File: config.mk
export PLATFORM = sky130hd
export DESIGN_NAME = bpred_static
export DESIGN_NICKNAME = d
export VERILOG_FILES = /design/src/rtl/bpred_static.sv
export SDC_FILE = /design/constraint.sdc
export NUM_CORES = 1
export LEC_CHECK = 0
export ABC_AREA = 1
export BUFFER_PORTS_ARGS = -buffer_cell sky130_fd_sc_hd__buf_2
export CAP_MARGIN = 10
export CORE_UTILIZATION = 57
export CTS_CLUSTER_DIAMETER = 100
export CTS_CLUSTER_SIZE = 8
export DETAILED_ROUTE_END_ITERATION = 8
export PLACE_DENSITY = 0.88
export SLEW_MARGIN = 20
export SYNTH_ARGS = -nofsm -noshare
export SYNTH_HDL_FRONTEND = slang
export SYNTH_SLANG_ARGS = --single-unit
File: constraint.sdc
create_clock -name clk -period 3.6 [get_ports clk]
set_input_delay 0 -clock clk [delete_from_list [all_inputs] [get_ports clk]]
set_output_delay 0 -clock clk [all_outputs]
set_load 0.02 [all_outputs]
File: src/rtl/bpred_static.sv
module bpred_static #(
  parameter int AW = 16,
  parameter int OW = 8
) (
  input  logic          clk,
  input  logic          rst_n,
  input  logic          dec_valid_i,
  input  logic [7:0]    dec_opcode_i,
  input  logic [OW-1:0] dec_offset_i,
  input  logic [AW-1:0] dec_pc_i,
  output logic          pred_valid_o,
  output logic          pred_taken_o,
  output logic [AW-1:0] pred_target_o,
  input  logic          res_valid_i,
  input  logic [7:0]    res_opcode_i,
  input  logic [AW-1:0] res_pc_i,
  input  logic [OW-1:0] res_offset_i,
  input  logic          res_pred_taken_i,
  input  logic [3:0]    res_flags_i,
  output logic          flush_o,
  output logic [AW-1:0] flush_pc_o
);

  localparam int EXT = AW - OW;

  function automatic logic [AW-1:0] dest(input logic [AW-1:0] pc, input logic [OW-1:0] off);
    return pc + AW'(2) + {{EXT{off[OW-1]}}, off};
  endfunction

  logic [7:0] prev_q;

  always_ff @(posedge clk or negedge rst_n)
    if (!rst_n)           prev_q <= 8'h00;
    else if (dec_valid_i) prev_q <= dec_opcode_i;

  wire       is_br    = dec_opcode_i[4:0] == 5'h10;
  wire [1:0] fsel     = dec_opcode_i[7:6];
  wire       want     = dec_opcode_i[5];
  wire       backward = dec_offset_i[OW-1];

  wire known_c = (prev_q == 8'h18) || (prev_q == 8'h38);
  wire c_val   = prev_q == 8'h38;
  wire known_v = prev_q == 8'hB8;
  wire counter = (prev_q == 8'hCA) || (prev_q == 8'h88) ||
                 (prev_q == 8'hE8) || (prev_q == 8'hC8);
  wire compare = (prev_q == 8'hC9) || (prev_q == 8'hE0) || (prev_q == 8'hC0);

  logic guess;
  always_comb begin
    if (fsel == 2'b10 && known_c)                guess = (c_val == want);
    else if (fsel == 2'b01 && known_v)           guess = !want;
    else if (fsel == 2'b11 && counter)           guess = !want && backward;
    else if (fsel == 2'b11 && compare && want)   guess = 1'b0;
    else                                         guess = backward;
  end

  assign pred_valid_o  = dec_valid_i && is_br;
  assign pred_taken_o  = pred_valid_o && guess;
  assign pred_target_o = dest(dec_pc_i, dec_offset_i);

  logic flag_sel;
  always_comb
    case (res_opcode_i[7:6])
      2'b00:   flag_sel = res_flags_i[3];
      2'b01:   flag_sel = res_flags_i[2];
      2'b10:   flag_sel = res_flags_i[0];
      default: flag_sel = res_flags_i[1];
    endcase

  wire res_br    = res_opcode_i[4:0] == 5'h10;
  wire res_taken = flag_sel == res_opcode_i[5];
  wire miss      = res_valid_i && res_br && (res_taken != res_pred_taken_i);

  always_ff @(posedge clk or negedge rst_n)
    if (!rst_n) begin
      flush_o    <= 1'b0;
      flush_pc_o <= '0;
    end else begin
      flush_o <= miss;
      if (miss) flush_pc_o <= res_taken ? dest(res_pc_i, res_offset_i) : res_pc_i + AW'(2);
    end

endmodule


Yosys cells after proc, flatten, opt, wreduce, memory -nomap -nowiden
Index checks and enable logic that the tools add are counted.
{ "classes": {"multipliers": 0, "bitwise": 0, "magnitude_cmp": 0, "add_sub_neg": 4, "n_reduce_logical": 18, "shifts": 0, "mux": 6, "div_mod_pow": 0, "eq_ne": 20} }
{ "ops": {"columns": ["cell", "count"], "rows": [
  ["== test 8 bit, second input constant", 8],
  ["adder 16 bit", 2],
  ["adder 16 x 2 -> 16 bit, second input constant", 2],
  ["two-way mux 16 bit", 1],
  ["== test 5 bit, second input constant", 2],
  ["logical AND 1 bit", 10],
  ["== test 8 x 5 -> 1 bit, second input constant", 1],
  ["== test 8 x 6 -> 1 bit, second input constant", 1],
  ["== test 2 bit, second input constant", 3],
  ["logical OR 1 bit", 6],
  ["== test 2 x 1 -> 1 bit, second input constant", 2],
  ["two-way mux 1 bit", 4],
  ["one-hot mux 1 bit (3 select lines)", 1],
  ["== test 1 bit", 2],
  ["logical NOT 2 bit", 1],
  ["logical NOT 1 bit", 1],
  ["inequality test 1 bit", 1]
]} }
{ "totals": {"memories": 0, "regBits": 25, "mem_bits_rw": 0, "latchBits": 0, "word_cells": 51, "mem_bits_ro": 0, "input_bits": 73, "output_inout_bits": 35} }

Logic depth before layout (Yosys ltp)
Gate-level depths: netlist of the first run.
{ "logic_depth": {"depth_word": 10, "mapped_depth": 18, "depth_no_buf": 18} }

Worst setup path before layout of the first run
OpenSTA, ideal clock, no wires.
{ "synth_timing": {"path_type": "input-to-output", "startpoint": "input dec_offset_i[1]", "endpoint": "output pred_target_o[11]", "required_time_ns": 3.600, "n_path_buf": 0, "cell_stages": 14, "arrival_time_ns": 1.918, "path_slack_ns": 1.682, "cell_sequence": "inv_1 > ha_1 > inv_1 > ha_1 > inv_1 > fa_1 > inv_1 > nand3_1 > nand3_1 > inv_1 > o21a_1 > nor2_1 > a21oi_1 > xor2_1"} }
{ "synth_via": {"elab_chain_len": 1} }
{ "synth_rtl": {"columns": ["element", "line_no", "text"], "rows": [
  ["start, declared", "9", "input logic [OW-1:0] dec_offset_i,"],
  ["adder 16 bit", "27", "return pc + AW'(2) + {{EXT{off[OW-1]}}, off};"],
  ["end, declared", "13", "output logic [AW-1:0] pred_target_o,"]
]} }
Every way passes these cells.

Worst setup path after layout of the first run
{ "layout_timing": {"startpoint": "input dec_offset_i[1]", "endpoint": "output pred_target_o[15]"} }
Same word-level chain as after synthesis.

==> results by group, run 1 <==
Synth
  – Dominant synthesized flop cell: dfrtp_1
  – Post-synth EDFFs: 0
  – YS warnings: 0
  – Netlist cell types: 37
  – Largest family of logic cells by synthesized area: simple AND/OR/NAND/NOR gates
  – Post-synthesis sequential area ratio: 0.1832
  – Compound-Gate Fraction of Synth Area: 0.1106
  – Syn Std Cell Area: approximately 3400 um2
  – Post-Syn Area per Cell: between 6 and 7 um2
  – Post-synth ARST share: 1.000
  – Post-synthesis register bit count: 25
  – Synthesized Nets: 644
  – Post-Synth XOR/XNOR Area: 0.08205
  – Post-Syn Instances: 520
  – Post-synthesis adder-cell area fraction: 0.1912
  – Fraction of synthesized area in multiplexers: 0
  – Simple-gate share of the synthesized area: 0.3374

Clock network
  – Sink Count: 25
  – CTS Buf Count: 3
  – CTS H-tree lvls: 1
  – Clk root buf: clkbuf_8
  – Setup Fix Bufs, Post-CTS: 0
  – CTS max path bufs: 2
  – CTS clk-pin slew, worst paths: 90 ps
  – CTS tree: done
  – Hold_buf cts: 8
  – Post-CTS Resized: 0
  – Clock Latency Late Sink: roughly 270 ps

Route
  – Via density: approximately 5.3
  – DR DRC count: 0
  – Final WL: ~8500 um
  – Iter 0 DRT Violations: approximately 140
  – Antenna viol nets, final: 0
  – Drt pass-1 iters: 5
  – Avg WL per Cell: about 12 um
  – Via count: 3741

Layout
  – Area growth syn-to-layout: 20.77%
  – Multi-input gate area: 2464 um2
  – Fill cells: between 400 and 500
  – Reg area: approximately 630 um2
  – Inserted Diodes: 0
  – Final Util: 0.7312
  – Most common cell after layout, fill and taps aside: nand2_1
  – Share of layout cells above drive strength 1: 0.1987
  – Post-Layout Inst Area: 4125 um2
  – Commonest cells after routing, fill and taps aside: 154 x nand2_1, 107 x buf_2, 73 x inv_1, 49 x ha_1, 39 x nor2_1
  – Final nets: between 700 and 800

STA
  – Setup-failing EPs final: 0
  – Slew margin rel.: 0.6323
  – Fin crit share: 0.6111
  – Final Skew: 0 ps
  – RSZ-0062 raised after global routing: false
  – Minimum clock period: ~2200 ps
  – Fin. max-slew vios: 0
  – Final WS setup: approximately 1400 ps
  – Fin. Hold Viols: 0
  – Setup TNS: 0 ps
  – Slew @ Worst Pin: between 500 and 600 ps
  – Max Freq: roughly 450 MHz

Power
  – Pint: between 0.6 and 0.7 mW
  – Leak: ~2.5 nW
  – Flop pwr share: 0.283
  – Pwr Density: between 300 and 400 nW/um2
  – Peak supply drop: 0.0002166 V
  – Switching power: 0.5760 mW
  – Clock power share: 0.139
  – Logic pwr share: 0.578
  – Sw Share: 0.4609

Setup path
  – CP Cell Sequence: buf_2 -> inv_1 -> ha_1 -> inv_1 -> ha_1 -> inv_1 -> fa_1 -> inv_1 -> nand3_1 -> nand3_1 -> inv_1 -> o21a_1 -> inv_1 -> nand3_1 -> nand2_1 -> nand2_1 -> nand2_1 -> buf_2
  – Top cell by count, worst path: inv_1
  – R2R cell count: 3
  – Reg2reg end: flush_pc_o[11]$_DFFE_PN0P_
  – Critical path type: input port to output port
  – R2R setup slack: 2850 ps
  – CP startpoint: dec_offset_i[1]
  – Slowest stage delay, CP: about 400 ps
  – Critical Path Source Type: input port
  – Setup crit end kind: output port
  – Bufs and invs on worst path: 8
  – Worst EP required: 3600 ps
  – R2r startpoint: flush_pc_o[11]$_DFFE_PN0P_
  – Worst Path Max Fanout: 4
  – Critical path's top delay family: adder cells
  – Crit-path slowest cell: fa_1
  – Critical Path AT: about 2200 ps

Placed design
  – GP Congestion: approximately 1
  – Detailed Place HPWL: 7138 um
  – Post-DP Area: between 3000 and 4000 um2
  – Port buffer count: about 110
  – Pre-CTS setup slack: around 1200 ps

Outcome
  – Run status: finished clean

Job
  – Max-Cap Viols: 0

GRT
  – Grt ovf: 0
  – First-pass GRT wire length: about 15000 um
  – Largest net degree at the start of global routing: 27
  – Tot GR Track Use: 0.2842
  – Vias in the first global route: between 3000 and 4000
  – Initial antenna violation count: 0

Hold path
  – Min-delay src: dec_valid_i
  – Worst min path class: input port to register
  – WHS Path Cells: 3
  – WHS Endpoint: prev_q[5]$_DFFE_PN0P_

Die
  – Die Y: 79.41 um
  – Initial Util: 0.6055
  – CORE AREA: around 5600 um2
  – Die ar.: approximately 6300 um2
  – Num ports: between 100 and 150
  – Site Rows: 27
  – Chip width: between 70 and 80 um
==> through the flow <==
step	hold WS, ps	total power [mW]	std cells
final	43.30	1.250	706
after global routing	55.40	1.354	706
after CTS	39.87	1.253	706
after detailed placement	16.17	1.069	694
after global placement	7.554	1.048	694
after floorplan	-295.6	0.8453	520
==> power by group through the flow <==
| stage | clock, mW | combinational [mW] | sequential, mW |
|---|---|---|---|
| 6_report | 0.174 | 0.722 | 0.353 |
| 2_1_floorplan | 0 | 0.443 | 0.402 |
| 3_3_place_gp | 0 | 0.692 | 0.357 |
| 3_5_place_dp | 0 | 0.712 | 0.357 |
| 4_1_cts | 0.177 | 0.723 | 0.353 |
| 5_1_grt | 0.191 | 0.805 | 0.359 |
==> cells in the mapped netlist, types with 4 or more instances <==
cell type | instances | area, um2
xnor2_1 | 12 | 105.1
inv_1 | 73 | 274.0
ha_1 | 49 | 613.1
a21oi_1 | 27 | 135.1
o211ai_1 | 5 | 37.54
xor2_1 | 20 | 175.2
o21ai_1 | 4 | 20.02
dfrtp_1 | 25 | 625.6
nand4_1 | 6 | 37.54
nand3_1 | 38 | 190.2
o21ai_0 | 19 | 95.09
a21o_1 | 5 | 37.54
nand2_1 | 154 | 578.1
nor2_1 | 39 | 146.4
nor3_1 | 10 | 50.05
==> worst max-delay path by stage <==
stage                                             to  slack [ps]  cells after the start
after global placement    flush_pc_o[15]$_DFFE_PN0P_        1380                     18
after global routing               pred_target_o[15]        1210                     18
after floorplan                    pred_target_o[11]        1680                     14
after detailed placement  flush_pc_o[15]$_DFFE_PN0P_        1180                     17
after CTS                          pred_target_o[15]        1420                     18
final                              pred_target_o[15]        1400                     18
==> logic make-up (layout without fill, tap and decap cells) <==
group / Yosys count / in the layout
AO/OA/AOI/OAI: 67 / 67
buffers and inverters: 80 / 194
flip-flops: 25 / 25
adder cells (fa/ha/maj): 51 / 51
AND/OR/NAND/NOR: 265 / 265
XOR/XNOR: 32 / 32
==> per-layer routing <==
| metal | up-vias | part of all wire | global-route usage |
|---|---|---|---|
| met5 | - | 0 | 0 |
| met4 | 0 | 0.019 | 0.06727 |
| met3 | 14 | 0.040 | 0.01714 |
| met2 | 129 | 0.51 | 0.5517 |
| met1 | 1674 | 0.44 | 0.3361 |
| li1 | 1924 | - | - |
==> tightest hold or removal path, delay by kind of cell <==
family / cells / cell delay, ps
buffers and inverters: 1 / 160
and+or+nand+nor: 2 / 120
==> flip-flops by register name, summed over array words and instances (netlist names) <==
register,count
flush_pc_o,16
flush_o,1
prev_q,8
==> layout make-up <==
| class | instances | share of cell area |
|---|---|---|
| repair buffers | 115 | 0.1492 |
| well taps | 72 | 0.02184 |
| multi-input cells | 415 | 0.5972 |
| inverters | 75 | 0.06824 |
| flip-flops and latches | 25 | 0.1517 |
| clock buffers | 3 | 0.01001 |
| clock inverters | 1 | 0.001820 |
Power figures use the tool's default switching activity.
==> run 2: changes to the inputs <==
--- a/config.mk
+++ b/config.mk
@@ -8,11 +8,11 @@
 export ABC_AREA = 1
 export BUFFER_PORTS_ARGS = -buffer_cell sky130_fd_sc_hd__buf_2
 export CAP_MARGIN = 10
-export CORE_UTILIZATION = 57
+export CORE_UTILIZATION = 53
 export CTS_CLUSTER_DIAMETER = 100
 export CTS_CLUSTER_SIZE = 8
 export DETAILED_ROUTE_END_ITERATION = 8
-export PLACE_DENSITY = 0.88
+export PLACE_DENSITY = 0.83
 export SLEW_MARGIN = 20
 export SYNTH_ARGS = -nofsm -noshare
 export SYNTH_HDL_FRONTEND = slang
==> constraint.sdc (replaced) <==
create_clock -name clk -period 2.1 [get_ports clk]
set_input_delay 0 -clock clk [delete_from_list [all_inputs] [get_ports clk]]
set_output_delay 0 -clock clk [all_outputs]
set_load 0.02 [all_outputs]
==> results by group, run 2 (same netlist as run 1, synthesis figures left out) <==
STA
  – Final Skew: 0 ps
  – Fin. max-slew vios: 0
  – RSZ-0062 raised after global routing: true
  – Slew @ Worst Pin: 542.8 ps
  – Fin. Hold Viols: 0
  – Fin crit share: 0.9705
  – Minimum clock period: 2038 ps
  – Max Freq: a little under 500 MHz
  – Hold_ws: roughly 33 ps
  – Slew margin rel.: 0.6381
  – Setup-failing EPs final: 0
  – Final WS setup: ~62 ps

Route
  – Via count: around 3700
  – Antenna viol nets, final: 0
  – Final WL: just under 9000 um
  – Drt pass-1 iters: 4
  – Via density: between 5 and 6
  – Iter 0 DRT Violations: around 110
  – Avg WL per Cell: between 10 and 15 um
  – DR DRC count: 0

GRT
  – Tot GR Track Use: 0.2682
  – Vias in the first global route: approximately 3600
  – Largest net degree at the start of global routing: 27
  – Grt ovf: 0
  – First-pass GRT wire length: about 14000 um
  – Initial antenna violation count: 0

Placed design
  – Detailed Place HPWL: 7405 um
  – Cell Count Post-Placement: between 700 and 800
  – Port buffer count: between 100 and 150
  – GP Congestion: approximately 0.94
  – Pre-CTS setup slack: -116.3 ps

Hold path
  – Min-delay src: dec_opcode_i[7]
  – WHS Path Cells: 3
  – Worst min path class: input port to register

Setup path
  – Worst Path Max Fanout: 3
  – Critical Path AT: 2040 ps
  – CP startpoint: dec_pc_i[1]
  – Critical path type: input port to output port
  – Reg2reg end: flush_pc_o[11]$_DFFE_PN0P_
  – Critical Path Source Type: input port
  – R2R cell count: 3
  – Setup crit end kind: output port
  – R2r startpoint: flush_pc_o[11]$_DFFE_PN0P_
  – CP Capture Point: pred_target_o[11]
  – R2R setup slack: ~1400 ps
  – Worst EP required: approximately 2100 ps

Clock network
  – CTS max path bufs: 2
  – CTS tree: done
  – CTS H-tree lvls: 1
  – CTS clk-pin slew, worst paths: 90 ps
  – Sink Count: 25
  – Clock Latency Late Sink: around 270 ps
  – Clk root buf: clkbuf_8
  – CTS Buf Count: 3

Layout
  – Cell Count, Final, Fillers Out: 729
  – Commonest cells after routing, fill and taps aside: 154 x nand2_1, 106 x buf_2, 68 x inv_1, 47 x ha_1, 39 x nor2_1
  – Largest regs: flush_pc_o (16), prev_q (8), flush_o (1)
  – Most common cell after layout, fill and taps aside: nand2_1
  – Largest reg by FF count: flush_pc_o
  – Share of layout cells above drive strength 1: 0.2431
  – Final Util: 0.7161
  – Final nets: 779
  – Max FFs per register: 16
  – Inserted Diodes: 0
  – Area growth syn-to-layout: 27.07%

Outcome
  – Run status: finished clean

Power
  – Pwr Density: 508.7 nW/um2
  – Peak supply drop: approximately 0.00051 V
  – Leak: around 2.6 nW

Die
  – Num ports: 108
  – Chip width: approximately 82 um
  – Site Rows: 28
  – Initial Util: 0.5636
  – Die Y: roughly 82 um
  – Die ar.: around 6800 um2
  – CORE AREA: between 6000 and 7000 um2

Job
  – Max-Cap Viols: 0
==> run 2: timing repair <==
action	CTS	global route
endpoints found under the hold margin	32	0
setup endpoints to repair	0	8
resized for setup	0	17
setup buffers	0	2
hold buffers	8	0
==> run 2: layout make-up <==
type                            count  area (um2)
Inverter                           75       284.0
Clock buffer                        3       41.29
Fill cell                         541        1720
Clock inverter                      1       7.507
Multi-Input combinational cell    415        2520
Timing Repair Buffer              135       768.2
Tap cell                           75       93.84
Sequential cell                    25       625.6
==> run 2: per-stage QoR <==
step	setup TNS, ps	instance area, um2	total power, mW
6_report	0	4340	2.208
3_5_place_dp	-323.3	4135	1.878
5_1_grt	-71.04	4340	2.387
4_1_cts	0	4264	2.178
3_3_place_gp	-147.7	4135	1.845
2_1_floorplan	0	3416	1.449
==> run 2: worst min path at each step <==
stage | endpoint | slack [ps]
global route | prev_q[5]$_DFFE_PN0P_ | 60
floorplan | flush_o$_DFF_PN0_ | -300
detailed placement | flush_pc_o[15]$_DFFE_PN0P_ | 10
global placement | flush_pc_o[11]$_DFFE_PN0P_ | 9
CTS | prev_q[7]$_DFFE_PN0P_ | 30
finish | prev_q[7]$_DFFE_PN0P_ | 30
==> run 2: power breakdown <==
part	switching (mW)	internal [mW]	total, mW
Combinational	0.801	0.510	1.31
Clock	0.155	0.135	0.289
Sequential	0.0487	0.559	0.608
Total	1.00	1.20	2.21
==> run 2: critical path, stage by stage <==
cell	delay, ps
buf_2	100
inv_2	70
ha_4	210
inv_4	50
ha_4	130
inv_2	40
fa_2	390
inv_1	60
nand3_1	70
nand3_2	90
inv_2	30
o21a_1	220
nor2_1	120
a21oi_1	80
xor2_1	200
buf_4	170
==> run 2: metal layers <==
layer,GRT usage,up-vias,routed length (um),part of all wire
li1,-,1948,-,-
met1,0.3188,1673,3896,0.44
met2,0.5116,104,4426,0.50
met3,0.02747,17,346,0.039
met4,0.05965,0,155,0.018
met5,0,-,0,0
